--- config.mk ---
export PLATFORM = sky130hd
export DESIGN_NAME = keyed_watchdog
export DESIGN_NICKNAME = d
export VERILOG_FILES = /design/src/rtl/kwd_pkg.sv /design/src/rtl/kwd_bus_dec.sv /design/src/rtl/kwd_ctrl_fsm.sv /design/src/rtl/kwd_down_counter.sv /design/src/rtl/kwd_irq_evt.sv /design/src/rtl/keyed_watchdog.sv
export SDC_FILE = /design/constraint.sdc
export NUM_CORES = 1
export LEC_CHECK = 0
export BUFFER_PORTS_ARGS = -buffer_cell sky130_fd_sc_hd__buf_2
export CORE_ASPECT_RATIO = 0.7
export CORE_MARGIN = 3
export CORE_UTILIZATION = 60
export DETAILED_ROUTE_END_ITERATION = 10
export PLACE_DENSITY = 0.82
export RECOVER_POWER = 50
export SYNTH_ARGS = -nofsm -noshare
export SYNTH_HDL_FRONTEND = slang
export SYNTH_HIERARCHICAL = 1
export SYNTH_SLANG_ARGS = --single-unit
--- constraint.sdc ---
create_clock -name clk -period 6.7 [get_ports clk]
set_input_delay 1.005 -clock clk [delete_from_list [all_inputs] [get_ports clk]]
set_output_delay 1.005 -clock clk [all_outputs]
set_load 0.02 [all_outputs]
--- src/rtl/kwd_pkg.sv ---
package kwd_pkg;

    localparam int DATA_W = 16;
    localparam int REG_N  = 11;

    // Register index; byte offset = index * 4 (software-visible order)
    typedef enum logic [3:0] {
        RG_FEED    = 4'd0,
        RG_TMO     = 4'd1,
        RG_DIS1    = 4'd2,
        RG_DIS2    = 4'd3,
        RG_STAT    = 4'd4,
        RG_CNT     = 4'd5,
        RG_DBG     = 4'd6,
        RG_RESTART = 4'd7,
        RG_EVT     = 4'd8,
        RG_MASK    = 4'd9,
        RG_FORCE   = 4'd10
    } reg_idx_e;

    localparam logic [DATA_W-1:0] KEY_FEED     = 16'hFEED;
    localparam logic [DATA_W-1:0] KEY_DIS1     = 16'h2BAD;
    localparam logic [DATA_W-1:0] KEY_DIS2     = 16'hCAFE;
    localparam logic [DATA_W-1:0] KEY_RESTART  = 16'hACED;
    localparam logic [DATA_W-1:0] KEY_STAT_CLR = 16'hE8B4;

    localparam logic [DATA_W-1:0] CODE_OFF     = 16'hDABE;
    localparam logic [DATA_W-1:0] CODE_ON      = 16'h0000;
    localparam logic [DATA_W-1:0] CODE_EXPIRED = 16'hCFE8;
    localparam logic [DATA_W-1:0] CODE_NORMAL  = 16'h0000;

    typedef enum logic [1:0] {
        S_OFF   = 2'd0,
        S_RUN   = 2'd1,
        S_ARMED = 2'd2
    } wd_state_e;

    typedef struct packed {
        logic feed_key;
        logic restart_key;
        logic dis1_key;
        logic dis1_other;
        logic dis2_key;
        logic dis2_other;
        logic stat_clr;
        logic tmo_wr;
        logic dbg_wr;
        logic evt_ack;
        logic mask_wr;
        logic force_set;
    } wr_evt_t;

endpackage

--- src/rtl/kwd_bus_dec.sv ---
module kwd_bus_dec
    import kwd_pkg::*;
#(
    parameter int ADDR_W = 8
) (
    input  logic              bus_we,
    input  logic [ADDR_W-1:0] bus_addr,
    input  logic [DATA_W-1:0] bus_wdata,
    output wr_evt_t           wr_evt
);

    logic [REG_N-1:0] sel;

    // One-hot register select, one comparator per word slot
    for (genvar i = 0; i < REG_N; i++) begin : g_sel
        assign sel[i] = bus_we && (bus_addr == ADDR_W'(i * 4));
    end

    always_comb begin
        wr_evt = '0;
        wr_evt.feed_key    = sel[RG_FEED]    && (bus_wdata == KEY_FEED);
        wr_evt.restart_key = sel[RG_RESTART] && (bus_wdata == KEY_RESTART);
        wr_evt.dis1_key    = sel[RG_DIS1]    && (bus_wdata == KEY_DIS1);
        wr_evt.dis1_other  = sel[RG_DIS1]    && (bus_wdata != KEY_DIS1);
        wr_evt.dis2_key    = sel[RG_DIS2]    && (bus_wdata == KEY_DIS2);
        wr_evt.dis2_other  = sel[RG_DIS2]    && (bus_wdata != KEY_DIS2);
        wr_evt.stat_clr    = sel[RG_STAT]    && (bus_wdata == KEY_STAT_CLR);
        wr_evt.tmo_wr      = sel[RG_TMO];
        wr_evt.dbg_wr      = sel[RG_DBG];
        wr_evt.evt_ack     = sel[RG_EVT]     && bus_wdata[0];
        wr_evt.mask_wr     = sel[RG_MASK];
        wr_evt.force_set   = sel[RG_FORCE]   && bus_wdata[0];
    end

endmodule

--- src/rtl/kwd_ctrl_fsm.sv ---
module kwd_ctrl_fsm
    import kwd_pkg::*;
(
    input  logic    clk,
    input  logic    rst_n,
    input  wr_evt_t wr_evt,
    output logic    running,
    output logic    armed
);

    wd_state_e state, state_nxt;

    // Next-state decode
    always_comb begin
        state_nxt = state;
        unique case (state)
            S_OFF: begin
                if (wr_evt.restart_key) state_nxt = S_RUN;
            end
            S_RUN: begin
                if (wr_evt.dis1_key) state_nxt = S_ARMED;
            end
            S_ARMED: begin
                if (wr_evt.dis2_key)
                    state_nxt = S_OFF;
                else if (wr_evt.dis2_other || wr_evt.dis1_other)
                    state_nxt = S_RUN;                               // cancel
            end
            default: state_nxt = S_OFF;
        endcase
    end

    // State register
    always_ff @(posedge clk) begin
        if (!rst_n) state <= S_OFF;
        else        state <= state_nxt;
    end

    // Outputs
    always_comb begin
        running = 1'b0;
        armed   = 1'b0;
        unique case (state)
            S_OFF:   running = 1'b0;
            S_RUN:   running = 1'b1;
            S_ARMED: begin
                running = 1'b1;
                armed   = 1'b1;
            end
            default: running = 1'b0;
        endcase
    end

endmodule

--- src/rtl/kwd_down_counter.sv ---
module kwd_down_counter #(
    parameter int             CNT_W   = 15,
    parameter logic [CNT_W-1:0] RST_VAL = CNT_W'(6000)
) (
    input  logic             clk,
    input  logic             rst_n,
    input  logic             load,
    input  logic [CNT_W-1:0] load_val,
    input  logic             step,
    output logic [CNT_W-1:0] count,
    output logic             upd,
    output logic             warn_p,
    output logic             fire_p
);

    localparam logic [CNT_W-1:0] ONE = CNT_W'(1);

    logic at_zero, at_one;

    assign at_zero = (count == '0);
    assign at_one  = (count == ONE);

    always_ff @(posedge clk) begin
        if (!rst_n) begin
            count  <= RST_VAL;
            upd    <= 1'b0;
            warn_p <= 1'b0;
            fire_p <= 1'b0;
        end else begin
            upd    <= load || step;
            warn_p <= step && !load && at_one;
            fire_p <= step && !load && at_zero;
            if (load)
                count <= load_val;                           // feed wins
            else if (step)
                count <= at_zero ? load_val : count - ONE;
        end
    end

endmodule

--- src/rtl/kwd_irq_evt.sv ---
module kwd_irq_evt (
    input  logic clk,
    input  logic rst_n,
    input  logic warn_p,
    input  logic force_set,
    input  logic evt_ack,
    input  logic mask_wr,
    input  logic mask_d,
    output logic evt,
    output logic mask,
    output logic irq
);

    always_ff @(posedge clk) begin
        if (!rst_n) begin
            evt  <= 1'b0;
            mask <= 1'b0;
        end else begin
            if (warn_p || force_set) evt <= 1'b1;
            else if (evt_ack)        evt <= 1'b0;
            if (mask_wr) mask <= mask_d;
        end
    end

    assign irq = evt && mask;

endmodule

--- src/rtl/keyed_watchdog.sv ---
module keyed_watchdog
    import kwd_pkg::*;
#(
    parameter int ADDR_W      = 8,
    parameter int CNT_W       = 15,
    parameter int RST_TIMEOUT = 6000
) (
    input  logic              clk,
    input  logic              rst_n,
    input  logic              tick_en,
    input  logic              dbg_mode,
    input  logic              bus_we,
    input  logic [ADDR_W-1:0] bus_addr,
    input  logic [DATA_W-1:0] bus_wdata,
    output logic [DATA_W-1:0] bus_rdata,
    output logic              irq,
    output logic              wdt_reset
);

    localparam logic [CNT_W-1:0] TMO_INIT = CNT_W'(RST_TIMEOUT);

    wr_evt_t          wr_evt;
    logic             running, armed;
    logic [CNT_W-1:0] timeout, count;
    logic             upd, warn_p, fire_p;
    logic             evt, mask;
    logic             status_flag, dbg_en;
    logic             count_gate, step;

    kwd_bus_dec #(.ADDR_W(ADDR_W)) u_dec (
        .bus_we    (bus_we),
        .bus_addr  (bus_addr),
        .bus_wdata (bus_wdata),
        .wr_evt    (wr_evt)
    );

    kwd_ctrl_fsm u_fsm (
        .clk     (clk),
        .rst_n   (rst_n),
        .wr_evt  (wr_evt),
        .running (running),
        .armed   (armed)
    );

    // Debug hold: count only when not in debug, or override set
    assign count_gate = !dbg_mode || dbg_en;
    assign step       = tick_en && running && count_gate;

    kwd_down_counter #(.CNT_W(CNT_W), .RST_VAL(TMO_INIT)) u_cnt (
        .clk      (clk),
        .rst_n    (rst_n),
        .load     (wr_evt.feed_key),
        .load_val (timeout),
        .step     (step),
        .count    (count),
        .upd      (upd),
        .warn_p   (warn_p),
        .fire_p   (fire_p)
    );

    kwd_irq_evt u_irq (
        .clk       (clk),
        .rst_n     (rst_n),
        .warn_p    (warn_p),
        .force_set (wr_evt.force_set),
        .evt_ack   (wr_evt.evt_ack),
        .mask_wr   (wr_evt.mask_wr),
        .mask_d    (bus_wdata[0]),
        .evt       (evt),
        .mask      (mask),
        .irq       (irq)
    );

    assign wdt_reset = fire_p;

    // Timeout, sticky status and debug override registers
    always_ff @(posedge clk) begin
        if (!rst_n) begin
            timeout     <= TMO_INIT;
            status_flag <= 1'b0;
            dbg_en      <= 1'b0;
        end else begin
            if (wr_evt.tmo_wr) timeout <= bus_wdata[CNT_W-1:0];
            if (fire_p)               status_flag <= 1'b1;
            else if (wr_evt.stat_clr) status_flag <= 1'b0;
            if (wr_evt.dbg_wr) dbg_en <= bus_wdata[0];
        end
    end

    // Read mux
    always_comb begin
        bus_rdata = '0;
        if (bus_addr[1:0] == 2'b00) begin
            unique case (bus_addr[ADDR_W-1:2])
                (ADDR_W-2)'(RG_TMO):  bus_rdata[CNT_W-1:0] = timeout;
                (ADDR_W-2)'(RG_DIS2): bus_rdata = running ? CODE_ON : CODE_OFF;
                (ADDR_W-2)'(RG_STAT): bus_rdata = status_flag ? CODE_EXPIRED : CODE_NORMAL;
                (ADDR_W-2)'(RG_CNT): begin
                    bus_rdata[CNT_W-1:0]  = count;
                    bus_rdata[DATA_W-1]   = upd;
                end
                (ADDR_W-2)'(RG_DBG): begin
                    bus_rdata[0] = dbg_en;
                    bus_rdata[1] = dbg_mode;
                end
                (ADDR_W-2)'(RG_EVT):  bus_rdata[0] = evt;
                (ADDR_W-2)'(RG_MASK): bus_rdata[0] = mask;
                default:              bus_rdata = '0;
            endcase
        end
    end

endmodule

==> impl_metrics.py, run 1 <==
metrics = {
    "global_routing": {
        "overflow": 0,
        "grt_usage_pct": 29.9,
        "antenna_found_initial": 0,
        "grt_pass1_wl_mm": 13.4,
        "grt_max_degree": 36,
        "grt_pass1_vias": 2626,
    },
    "worst_setup_path": {
        "path_buf_inv": 2,
        "endpoint_kind": "output port",
        "startpoint": "bus_addr[4]",
        "cp_top_family": "buffers and inverters",
        "r2r-end": "u_cnt/count[3]$_SDFFE_PN0P_",
        "crit_type": "in2out",
        "cp.required_ns": 5.69,
        "arrival_ns": 3.23,
        "crit_chain": "clkbuf_1, and2b_1, o211ai_2, nor3_1, buf_2",
        "cp_max_fo": 30,
        "slowest_stage": "clkbuf_1",
        "critPathMaxStageDelay_ns": 1.00,
        "reg2regPathDepth": 7,
        "cp-start-kind": "input port",
        "ff2ff_setup_slack_ns": 3.65,
        "r2r-start": "u_cnt/count[0]$_SDFFE_PN0P_",
    },
    "cts": {
        "cts-resized-gates": 0,
        "clk_pin_slew_worst_paths_ns": 0.08,
        "cts_tree": "done",
        "h-tree-depth": 2,
        "hold_buffers": 0,
        "cts_buffer_depth": 2,
        "worst_skew_pair.late_latency_ns": 0.30,
        "cts-root-buf": "clkbuf_8",
        "cts_setup_buffers": 0,
        "cts.sink_count": 39,
        "cts_buffers": 5,
    },
    "timing": {
        "period_share_pct": 63.2,
        "fin_skew_ns": 0.00494,
        "rsz0062_at_grt": "no",
        "fin_tns_setup_ns": 0,
        "worstMarginPinSlew_ns": 1.41,
        "fmax_mhz": 236,
        "max-slew-margin-rel_pct": 6.02,
        "post-route-min-period_ns": 4.23,
        "setup_ws_ns": 2.47,
        "hold_viol_final": 0,
        "final_max_slew_viol_count": 0,
        "setup_viol": 0,
    },
    "floorplan": {
        "ios": 47,
        "die_x_um": 89.6,
        "die_area_um2": 5780,
        "start_util_pct": 64.8,
        "num_rows": 20,
        "die_h_um": 64.5,
        "coreArea_um2": 4530,
    },
    "power_and_ir_drop": {
        "p_leak_nw": 1.11,
        "p_total_mw": 0.483,
        "ir_worst_vdd_mv": 0.102,
        "power.density_nw_per_um2": 149,
    },
    "synth": {
        "synth.distinct_cells": 68,
        "syn-instance-count": 352,
        "yosysWarnings": 6,
        "synth_nets": 389,
        "yosysSeqAreaShare_pct": 26.6,
        "synth_edf_count": 0,
        "ys_seq_elements": 39,
        "synth-main-ff-cell": "dfxtp_1",
        "syn_area_um2": 2940,
        "syn_avg_cell_area_um2": 8.34,
        "synthArstFlopShare_pct": 0,
    },
    "drt": {
        "wire_per_inst_um": 18.6,
        "drc": 0,
        "routed_via_density": 6.60,
        "drt-initial-drc-count": 388,
        "dr.pass1.iters": 5,
        "wirelength_mm": 8.42,
        "num_vias": 2997,
        "ant_nets": 0,
    },
    "place": {
        "post-place-ws_ns": 2.91,
        "post-place-cells": 446,
        "portBuffers": 46,
        "post_dp_cell_area_um2": 3140,
        "place_congestion": 0.922,
        "dp_hpwl_mm": 6.12,
    },
    "worst_hold_path": {
        "holdPathStages": 1,
        "min_path_type": "reg2reg",
        "min_to": "u_irq/evt$_SDFFE_PN0P_",
        "hold_start": "u_cnt/warn_p$_SDFF_PN0_",
    },
    "cells_and_area": {
        "diodes": 0,
        "drive_above_1_share_pct": 20.1,
        "finalNetCount": 424,
        "final_cells": 454,
        "layout_common_cells": "42 x buf_2, 39 x dfxtp_1, 34 x nand2_1",
        "flow.area_growth_from_synthesis_pct": 10.3,
        "stdcell_area_um2": 3240,
        "final_common_cell": "buf_2",
    },
    "outcome": {
        "status": "finished, final reports clean",
    },
    "flow_run": {
        "maxCapViolations": 0,
    },
}
[routing by layer]
metal / vias up / share of wire [%] / track usage [%]
met5: - / 0 / 0
met4: 0 / 1.7 / 9.11
met3: 19 / 12 / 5.97
met2: 181 / 42 / 41.8
met1: 1408 / 45 / 45.4
li1: 1389 / - / -
[flip-flops by register name, indices dropped and copies added, names as in the netlist]
name and count:
dbg_en 1, status_flag 1, u_cnt/fire_p 1, u_cnt/upd 1, u_cnt/count 15, u_irq/evt 1, u_irq/mask 1, u_cnt/warn_p 1
timeout 15, u_fsm/state 2
[stage by stage]
step	hold slack [ns]	utilization (%)
3_5_place_dp	0.448	69.4
4_1_cts	0.467	72.0
5_1_grt	0.501	71.5
3_3_place_gp	0.438	69.4
2_1_floorplan	0.427	-
6_report	0.469	71.5
[cells in the mapped netlist (5+ instances only)]
master	instances	area share (%)
o2111ai_1	5	1.5
nand3_1	21	3.6
nor2_1	17	2.2
clkbuf_1	6	0.77
nand4_1	13	2.8
nor4_1	7	1.5
dfxtp_1	39	27
nor2b_1	16	3.4
inv_1	11	1.4
ha_1	8	3.4
buf_2	6	1.0
o21ai_0	12	2.0
nor3_1	15	2.6
mux2i_1	25	8.5
mux2_2	6	2.3
nand2_1	34	4.3
a21oi_1	20	3.4
[cell families (layout without fill, tap and decap cells)]
logic type                 count (synthesis)  in the layout  synth area share (%)
muxes                                     35             35                  12.4
adders and majority gates                  8              8                  3.41
and+or+nand+nor                          173            173                  36.3
buffers and inverters                     31             67                  5.75
AOI/OAI and AO/OA                         64             64                  15.0
DFF                                       39             39                  26.6
xor gates and xnor gates                   2              2                 0.597
[where the power goes]
group | internal (mW) | switching (mW)
clock | 0.113 | 0.0942
sequential | 0.232 | 0.000161
combinational | 0.0159 | 0.0284
total | 0.360 | 0.123
[worst max-delay path by stage]
stage | depth (start not counted) | end | slack, ns
floorplan | 5 | bus_rdata[13] | 3.61
global placement | 5 | bus_rdata[4] | 2.97
detailed placement | 5 | bus_rdata[13] | 2.91
CTS | 5 | bus_rdata[13] | 2.90
global route | 5 | bus_rdata[13] | 2.33
finish | 5 | bus_rdata[13] | 2.47
[cell type report]
class	count	area [µm²]
clock buffers	5	68.8
clock inverters	3	47.5
fillers	368	1290
inverters	11	41.3
multi-input cells	282	1980
flip-flops and latches	39	781
well taps	66	82.6
repair buffers	48	233
(Power assumes the default switching activity.)
==> inputs of run 2 (changes only) <==
--- a/config.mk
+++ b/config.mk
@@ -5,12 +5,13 @@
 export SDC_FILE = /design/constraint.sdc
 export NUM_CORES = 1
 export LEC_CHECK = 0
+export ABC_AREA = 1
 export BUFFER_PORTS_ARGS = -buffer_cell sky130_fd_sc_hd__buf_2
 export CORE_ASPECT_RATIO = 0.7
 export CORE_MARGIN = 3
-export CORE_UTILIZATION = 60
+export CORE_UTILIZATION = 53
 export DETAILED_ROUTE_END_ITERATION = 10
-export PLACE_DENSITY = 0.82
+export PLACE_DENSITY = 0.76
 export RECOVER_POWER = 50
 export SYNTH_ARGS = -nofsm -noshare
 export SYNTH_HDL_FRONTEND = slang
==> constraint.sdc (replaced) <==
create_clock -name clk -period 3.7 [get_ports clk]
set_input_delay 0.555 -clock clk [delete_from_list [all_inputs] [get_ports clk]]
set_output_delay 0.555 -clock clk [all_outputs]
set_load 0.02 [all_outputs]
==> run 2 against run 1 <==
  * Flip-flop and latch count stayed put
  * Synthesized area rose by 12%
  * Worst setup slack lost 1.6 ns
  * Register-to-register slack got worse by 2.4 ns
  * Clock skew is 0.00092 ns higher
  * Clock-buffer cell count did not move
  * Global-route usage down 1.3 points
  * Core utilization fell by 9.4 points
  * Non-clock buffer count did not move
  * Critical endpoint is now u_cnt/count[8]$_SDFFE_PN1P_
  * Largest cell class unchanged
==> impl_metrics.py, run 2 <==
metrics = {
    "drt": {
        "drc": 0,
        "ant_nets": 0,
        "dr.pass1.iters": 6,
        "num_vias": 3855,
        "routed_via_density": 5.45,
        "drt-initial-drc-count": 322,
        "wire_per_inst_um": 14.1,
        "wirelength_mm": 9.98,
    },
    "synth": {
        "syn_area_um2": 3290,
        "synth.distinct_cells": 31,
        "ys_seq_elements": 39,
        "ys_top_cells_by_area": "dfxtp_1 24%, nand2_1 19%, nor2_1 13%",
        "synth_top_area_share_pct": 23.7,
        "synth_nets": 623,
        "syn-instance-count": 586,
        "syn_avg_cell_area_um2": 5.62,
        "synth_edf_count": 0,
        "synth.largest_area_cell": "dfxtp_1",
        "synthArstFlopShare_pct": 0,
        "yosysSeqAreaShare_pct": 23.7,
        "synth-main-ff-cell": "dfxtp_1",
        "yosysWarnings": 6,
        "synth_commonest_cells": "164 x nand2_1, 113 x nor2_1, 92 x inv_1, 67 x nand3_1, 39 x dfxtp_1",
        "post-synth-top-count-cell": "nand2_1",
    },
    "global_routing": {
        "antenna_found_initial": 0,
        "grt_usage_pct": 28.6,
        "grt_pass1_wl_mm": 16.4,
        "overflow": 0,
        "grt_pass1_vias": 3262,
        "grt_max_degree": 29,
    },
    "worst_hold_path": {
        "min_path_type": "reg2reg",
        "hold_start": "u_cnt/count[14]$_SDFFE_PN0P_",
    },
    "power_and_ir_drop": {
        "power.density_nw_per_um2": 350,
        "ir_worst_vdd_mv": 0.273,
        "p_leak_nw": 1.99,
    },
    "timing": {
        "max-slew-margin-rel_pct": 26.0,
        "period_share_pct": 75.2,
        "final_max_slew_viol_count": 0,
        "fin_skew_ns": 0.00586,
        "fmax_mhz": 359,
        "post-route-min-period_ns": 2.78,
        "hold_viol_final": 0,
        "worstMarginPinSlew_ns": 1.10,
        "rsz0062_at_grt": "no",
        "fin_tns_setup_ns": 0,
        "setup_viol": 0,
    },
    "place": {
        "portBuffers": 46,
        "place_congestion": 0.971,
        "dp_hpwl_mm": 7.93,
    },
    "worst_setup_path": {
        "endpoint_kind": "flop",
        "arrival_ns": 3.03,
        "cp_max_fo": 17,
        "startpoint": "bus_addr[3]",
        "r2r-start": "u_cnt/count[6]$_SDFFE_PN1P_",
        "crit_chain": "clkbuf_1, inv_1, nand2_1, nor2_1, nand3_1, nor2_1, inv_1, nand2_1, inv_1, nand2_1, nand3_1, nand2_1",
        "cp_top_family": "simple AND/OR/NAND/NOR gates",
        "cp-start-kind": "input port",
        "critPathMaxStageDelay_ns": 0.61,
        "path_buf_inv": 4,
        "slowest_stage": "nand2_1",
        "crit_type": "in2reg",
        "cp.required_ns": 3.94,
        "path_common_cell": "nand2_1",
    },
    "cells_and_area": {
        "diodes": 0,
        "seqCellArea_um2": 781,
        "final_common_cell": "nand2_1",
        "layout_common_cells": "165 x nand2_1, 114 x nor2_1, 94 x inv_1",
        "finalNetCount": 668,
        "drive_above_1_share_pct": 13.1,
        "top_regs": "timeout x15, u_cnt/count x15, u_fsm/state x2",
        "multiInputGateArea_um2": 2020,
        "flow.area_growth_from_synthesis_pct": 10.7,
        "n_fill_cell": 575,
        "finish.utilization_pct": 62.1,
    },
    "cts": {
        "cts-resized-gates": 0,
        "cts_tree": "done",
        "cts_setup_buffers": 0,
        "cts_buffer_depth": 2,
        "cts-root-buf": "clkbuf_8",
        "clk_pin_slew_worst_paths_ns": 0.09,
        "worst_skew_pair.late_latency_ns": 0.30,
        "cts.sink_count": 39,
        "hold_buffers": 0,
        "h-tree-depth": 2,
        "cts_buffers": 5,
    },
    "floorplan": {
        "start_util_pct": 56.1,
        "num_rows": 23,
        "ios": 47,
        "die_h_um": 71.9,
        "coreArea_um2": 5870,
        "die_area_um2": 7210,
        "die_x_um": 100,
    },
    "flow_run": {
        "maxCapViolations": 0,
    },
    "outcome": {
        "status": "finished, final reports clean",
    },
}
[run 2: cell count changes after synthesis, sizes merged, moves of 9 or more]
cell / previous run / this run
nor2: 18 / 127
nand3: 21 / 67
mux2: 10 / 0
inv: 11 / 99
nand2: 34 / 176
nor4: 9 / 0
nor2b: 19 / 0
mux2i: 25 / 0
nor3: 16 / 3
[run 2: area by class of cell]
type                       count  share of cell area, %
multi-input combinational    437                   55.4
sequential                    39                   21.4
inverter                     100                   10.3
timing repair buffer          48                   6.52
tap                           75                   2.57
clock buffer                   5                   1.89
clock inverter                 3                   1.85
[run 2: layer usage]
metal / vias to the layer above / share of wire, % / global-route usage [%]
li1: 1902 / - / -
met1: 1719 / 49 / 44.8
met2: 220 / 38 / 38.3
met3: 14 / 12 / 8.07
met4: 0 / 1.0 / 6.13
met5: - / 0 / 0
[run 2: tightest hold or removal path: cells and delay by family, from the launching register on]
kind | cells | cell delay [ns]
flops | 1 | 0.34
simple gates | 2 | 0.12
[run 2: through the flow]
step / setup slack (ns) / area (µm²) / power [mW] / std cells / hold slack (ns)
after floorplan: 1.71 / 3290 / 0.738 / 586 / 0.447
after global placement: 1.21 / 3540 / 0.830 / 699 / 0.466
after detailed placement: 1.09 / 3540 / 0.837 / 699 / 0.484
after CTS: 1.09 / 3680 / 1.27 / 707 / 0.499
after global routing: 0.646 / 3640 / 1.35 / 707 / 0.524
final: 0.917 / 3640 / 1.28 / 707 / 0.500
[run 2: worst paths after layout]
path | slack (ns) | to | depth (start not counted)
setup / recovery | 0.92 | u_cnt/count[8]$_SDFFE_PN1P_ | 12
hold / removal | 0.50 | u_cnt/count[14]$_SDFFE_PN0P_ | 2
setup reg to reg | 1.21 | u_cnt/count[8]$_SDFFE_PN1P_ | 9
hold reg to reg | 0.50 | u_cnt/count[14]$_SDFFE_PN0P_ | 2
[run 2: power by group]
part	total (mW)	switching, mW	internal, mW
clock	0.436	0.167	0.269
combinational	0.354	0.236	0.117
sequential	0.486	0.0396	0.447
[run 2: logic make-up (layout without fill, tap and decap cells)]
family          Yosys count  after routing  synth area share, %
simple gates            396            396                 53.7
buf+inv                 110            156                 14.2
flops                    39             39                 23.7
compound gates           31             31                 4.79
fa+ha+maj                 8              8                 3.04
xor+xnor                  2              2                0.532
==> inputs of run 3 (changes only) <==
==> constraint.sdc (replaced) <==
create_clock -name clk -period 2.5 [get_ports clk]
set_input_delay 0.375 -clock clk [delete_from_list [all_inputs] [get_ports clk]]
set_output_delay 0.375 -clock clk [all_outputs]
set_load 0.02 [all_outputs]
==> run 3 against run 2 <==
  * First-iteration DRC count up 31%
  * Highest routed layer unchanged
  * Clock skew about the same
  * Critical path type is now reg2out
  * Non-clock buffer count up 5
  * Routed wire length down 0.45%
  * Clock-buffer cell count unchanged
  * Design area up 0.34%
  * Global-route usage down 1.0 points
  * Via count up 0.10%
  * Combinational power up 52%
  * Hold slack worse by 0.17 ns
==> impl_metrics.py, run 3 (synthesis results as in run 2) <==
metrics = {
    "cells_and_area": {
        "multiInputGateArea_um2": 2040,
        "final_common_cell": "nand2_1",
        "seqCellArea_um2": 782,
        "n_fill_cell": 613,
        "flow.area_growth_from_synthesis_pct": 11.1,
        "diodes": 0,
        "top_regs": "timeout x15, u_cnt/count x15, u_fsm/state x2",
        "stdcell_area_um2": 3660,
        "layout_common_cells": "164 x nand2_1, 114 x nor2_1, 93 x inv_1",
        "finalNetCount": 673,
        "drive_above_1_share_pct": 14.0,
    },
    "cts": {
        "worst_skew_pair.late_latency_ns": 0.30,
        "cts-root-buf": "clkbuf_8",
        "clk_pin_slew_worst_paths_ns": 0.08,
        "cts_tree": "done",
        "cts_buffers": 5,
        "h-tree-depth": 2,
        "cts.sink_count": 39,
        "cts_setup_buffers": 0,
        "cts_buffer_depth": 2,
    },
    "worst_setup_path": {
        "r2r-start": "u_fsm/state[1]$_SDFFE_PN0P_",
        "arrival_ns": 1.97,
        "critPathMaxStageDelay_ns": 0.40,
        "crit_chain": "inv_1, ha_1, inv_1, nand4_2, nand2_4, nor2_1, nor2_1, buf_2",
        "cp-start-kind": "flop",
        "r2r-end": "u_cnt/count[13]$_SDFFE_PN0P_",
        "ff2ff_setup_slack_ns": 0.25,
        "startpoint": "u_fsm/state[1]$_SDFFE_PN0P_",
        "crit_type": "reg2out",
        "cp-endpoint": "bus_rdata[3]",
        "slowest_stage": "dfxtp_1",
        "endpoint_kind": "output port",
        "cp_max_fo": 6,
        "cp.required_ns": 2.12,
        "reg2regPathDepth": 10,
    },
    "power_and_ir_drop": {
        "p_leak_nw": 2.00,
        "ir_worst_vdd_mv": 0.339,
        "p_total_mw": 1.71,
        "power.density_nw_per_um2": 468,
    },
    "place": {
        "dp_hpwl_mm": 7.86,
        "post-place-ws_ns": 0.372,
        "portBuffers": 46,
        "post_dp_cell_area_um2": 3580,
        "place_congestion": 0.982,
    },
    "timing": {
        "hold_slack_ns": 0.330,
        "setup_ws_ns": 0.152,
        "period_share_pct": 93.9,
        "setup_viol": 0,
        "final_max_slew_viol_count": 0,
        "fmax_mhz": 426,
        "max-slew-margin-rel_pct": 55.3,
        "rsz0062_at_grt": "no",
        "hold_viol_final": 0,
        "post-route-min-period_ns": 2.35,
        "fin_skew_ns": 0.00572,
        "fin_tns_setup_ns": 0,
        "worstMarginPinSlew_ns": 0.670,
    },
    "flow_run": {
        "maxCapViolations": 0,
    },
    "drt": {
        "dr.pass1.iters": 6,
        "wire_per_inst_um": 14.0,
        "wirelength_mm": 9.93,
        "routed_via_density": 5.42,
        "num_vias": 3859,
        "drt-initial-drc-count": 423,
        "ant_nets": 0,
        "drc": 0,
    },
    "floorplan": {
        "ios": 47,
        "num_rows": 23,
        "die_x_um": 100,
        "coreArea_um2": 5870,
        "start_util_pct": 56.1,
        "die_area_um2": 7210,
        "die_h_um": 71.9,
    },
    "outcome": {
        "status": "finished, final reports clean",
    },
    "global_routing": {
        "grt_max_degree": 29,
        "overflow": 0,
        "grt_pass1_wl_mm": 15.8,
        "grt_usage_pct": 27.6,
        "antenna_found_initial": 0,
        "grt_pass1_vias": 3264,
    },
    "worst_hold_path": {
        "min_path_type": "in2reg",
        "holdPathStages": 3,
    },
}
[run 3: cell types whose count changed in the layout (fill, tap and decap cells not counted), moves of 2 or more]
cell and delta:
bufinv_16 -2, clkbuf_1 +2, buf_4 +4, clkinv_4 +2
[run 3: worst min path at each step]
| stage | from | end |
|---|---|---|
| 3_3_place_gp | u_irq/evt$_SDFFE_PN0P_ | u_irq/evt$_SDFFE_PN0P_ |
| 3_5_place_dp | u_irq/evt$_SDFFE_PN0P_ | u_irq/evt$_SDFFE_PN0P_ |
| 4_1_cts | bus_wdata[4] | timeout[4]$_SDFFE_PN1P_ |
| 2_1_floorplan | u_irq/evt$_SDFFE_PN0P_ | u_irq/evt$_SDFFE_PN0P_ |
| 5_1_grt | bus_wdata[8] | timeout[8]$_SDFFE_PN1P_ |
| 6_report | bus_wdata[6] | timeout[6]$_SDFFE_PN1P_ |
[run 3: stage by stage]
stage / std cells / utilization [%]
floorplan: 586 / -
global placement: 704 / 60.9
detailed placement: 704 / 60.9
CTS: 712 / 62.5
global route: 712 / 62.3
finish: 712 / 62.3
[run 3: per-layer routing]
layer	track usage, %	vias to the layer above	wire length [µm]
met1	44.2	1716	4780
met2	37.4	219	3790
li1	-	1904	-
met5	0	-	0
met4	6.43	0	121
met3	5.38	20	1240
[run 3: repair_timing]
item	in CTS	in global routing
resized for setup	0	2
hold buffers	0	0
setup endpoints to repair	0	2
[run 3: power by group]
| group | internal (mW) | switching (mW) | total, mW |
|---|---|---|---|
| clock network | 0.200 | 0.252 | 0.451 |
| logic | 0.183 | 0.356 | 0.539 |
| registers | 0.662 | 0.0591 | 0.722 |
| total | 1.05 | 0.667 | 1.71 |
[run 3: cell type report]
type / instances / area share, %
clock buffer: 5 / 1.88
clock inverter: 3 / 0.684
inverter: 100 / 10.3
multi-input combinational: 437 / 55.8
sequential: 39 / 21.4
tap: 75 / 2.57
timing repair buffer: 53 / 7.39
[run 3: worst max-delay path, delay by kind of cell, from the launching register on]
kind                     cells  cell delay [ns]
AND/OR/NAND/NOR              4             0.62
flip-flops                   1             0.40
buffers and inverters        3             0.36
adder cells (fa/ha/maj)      1             0.31
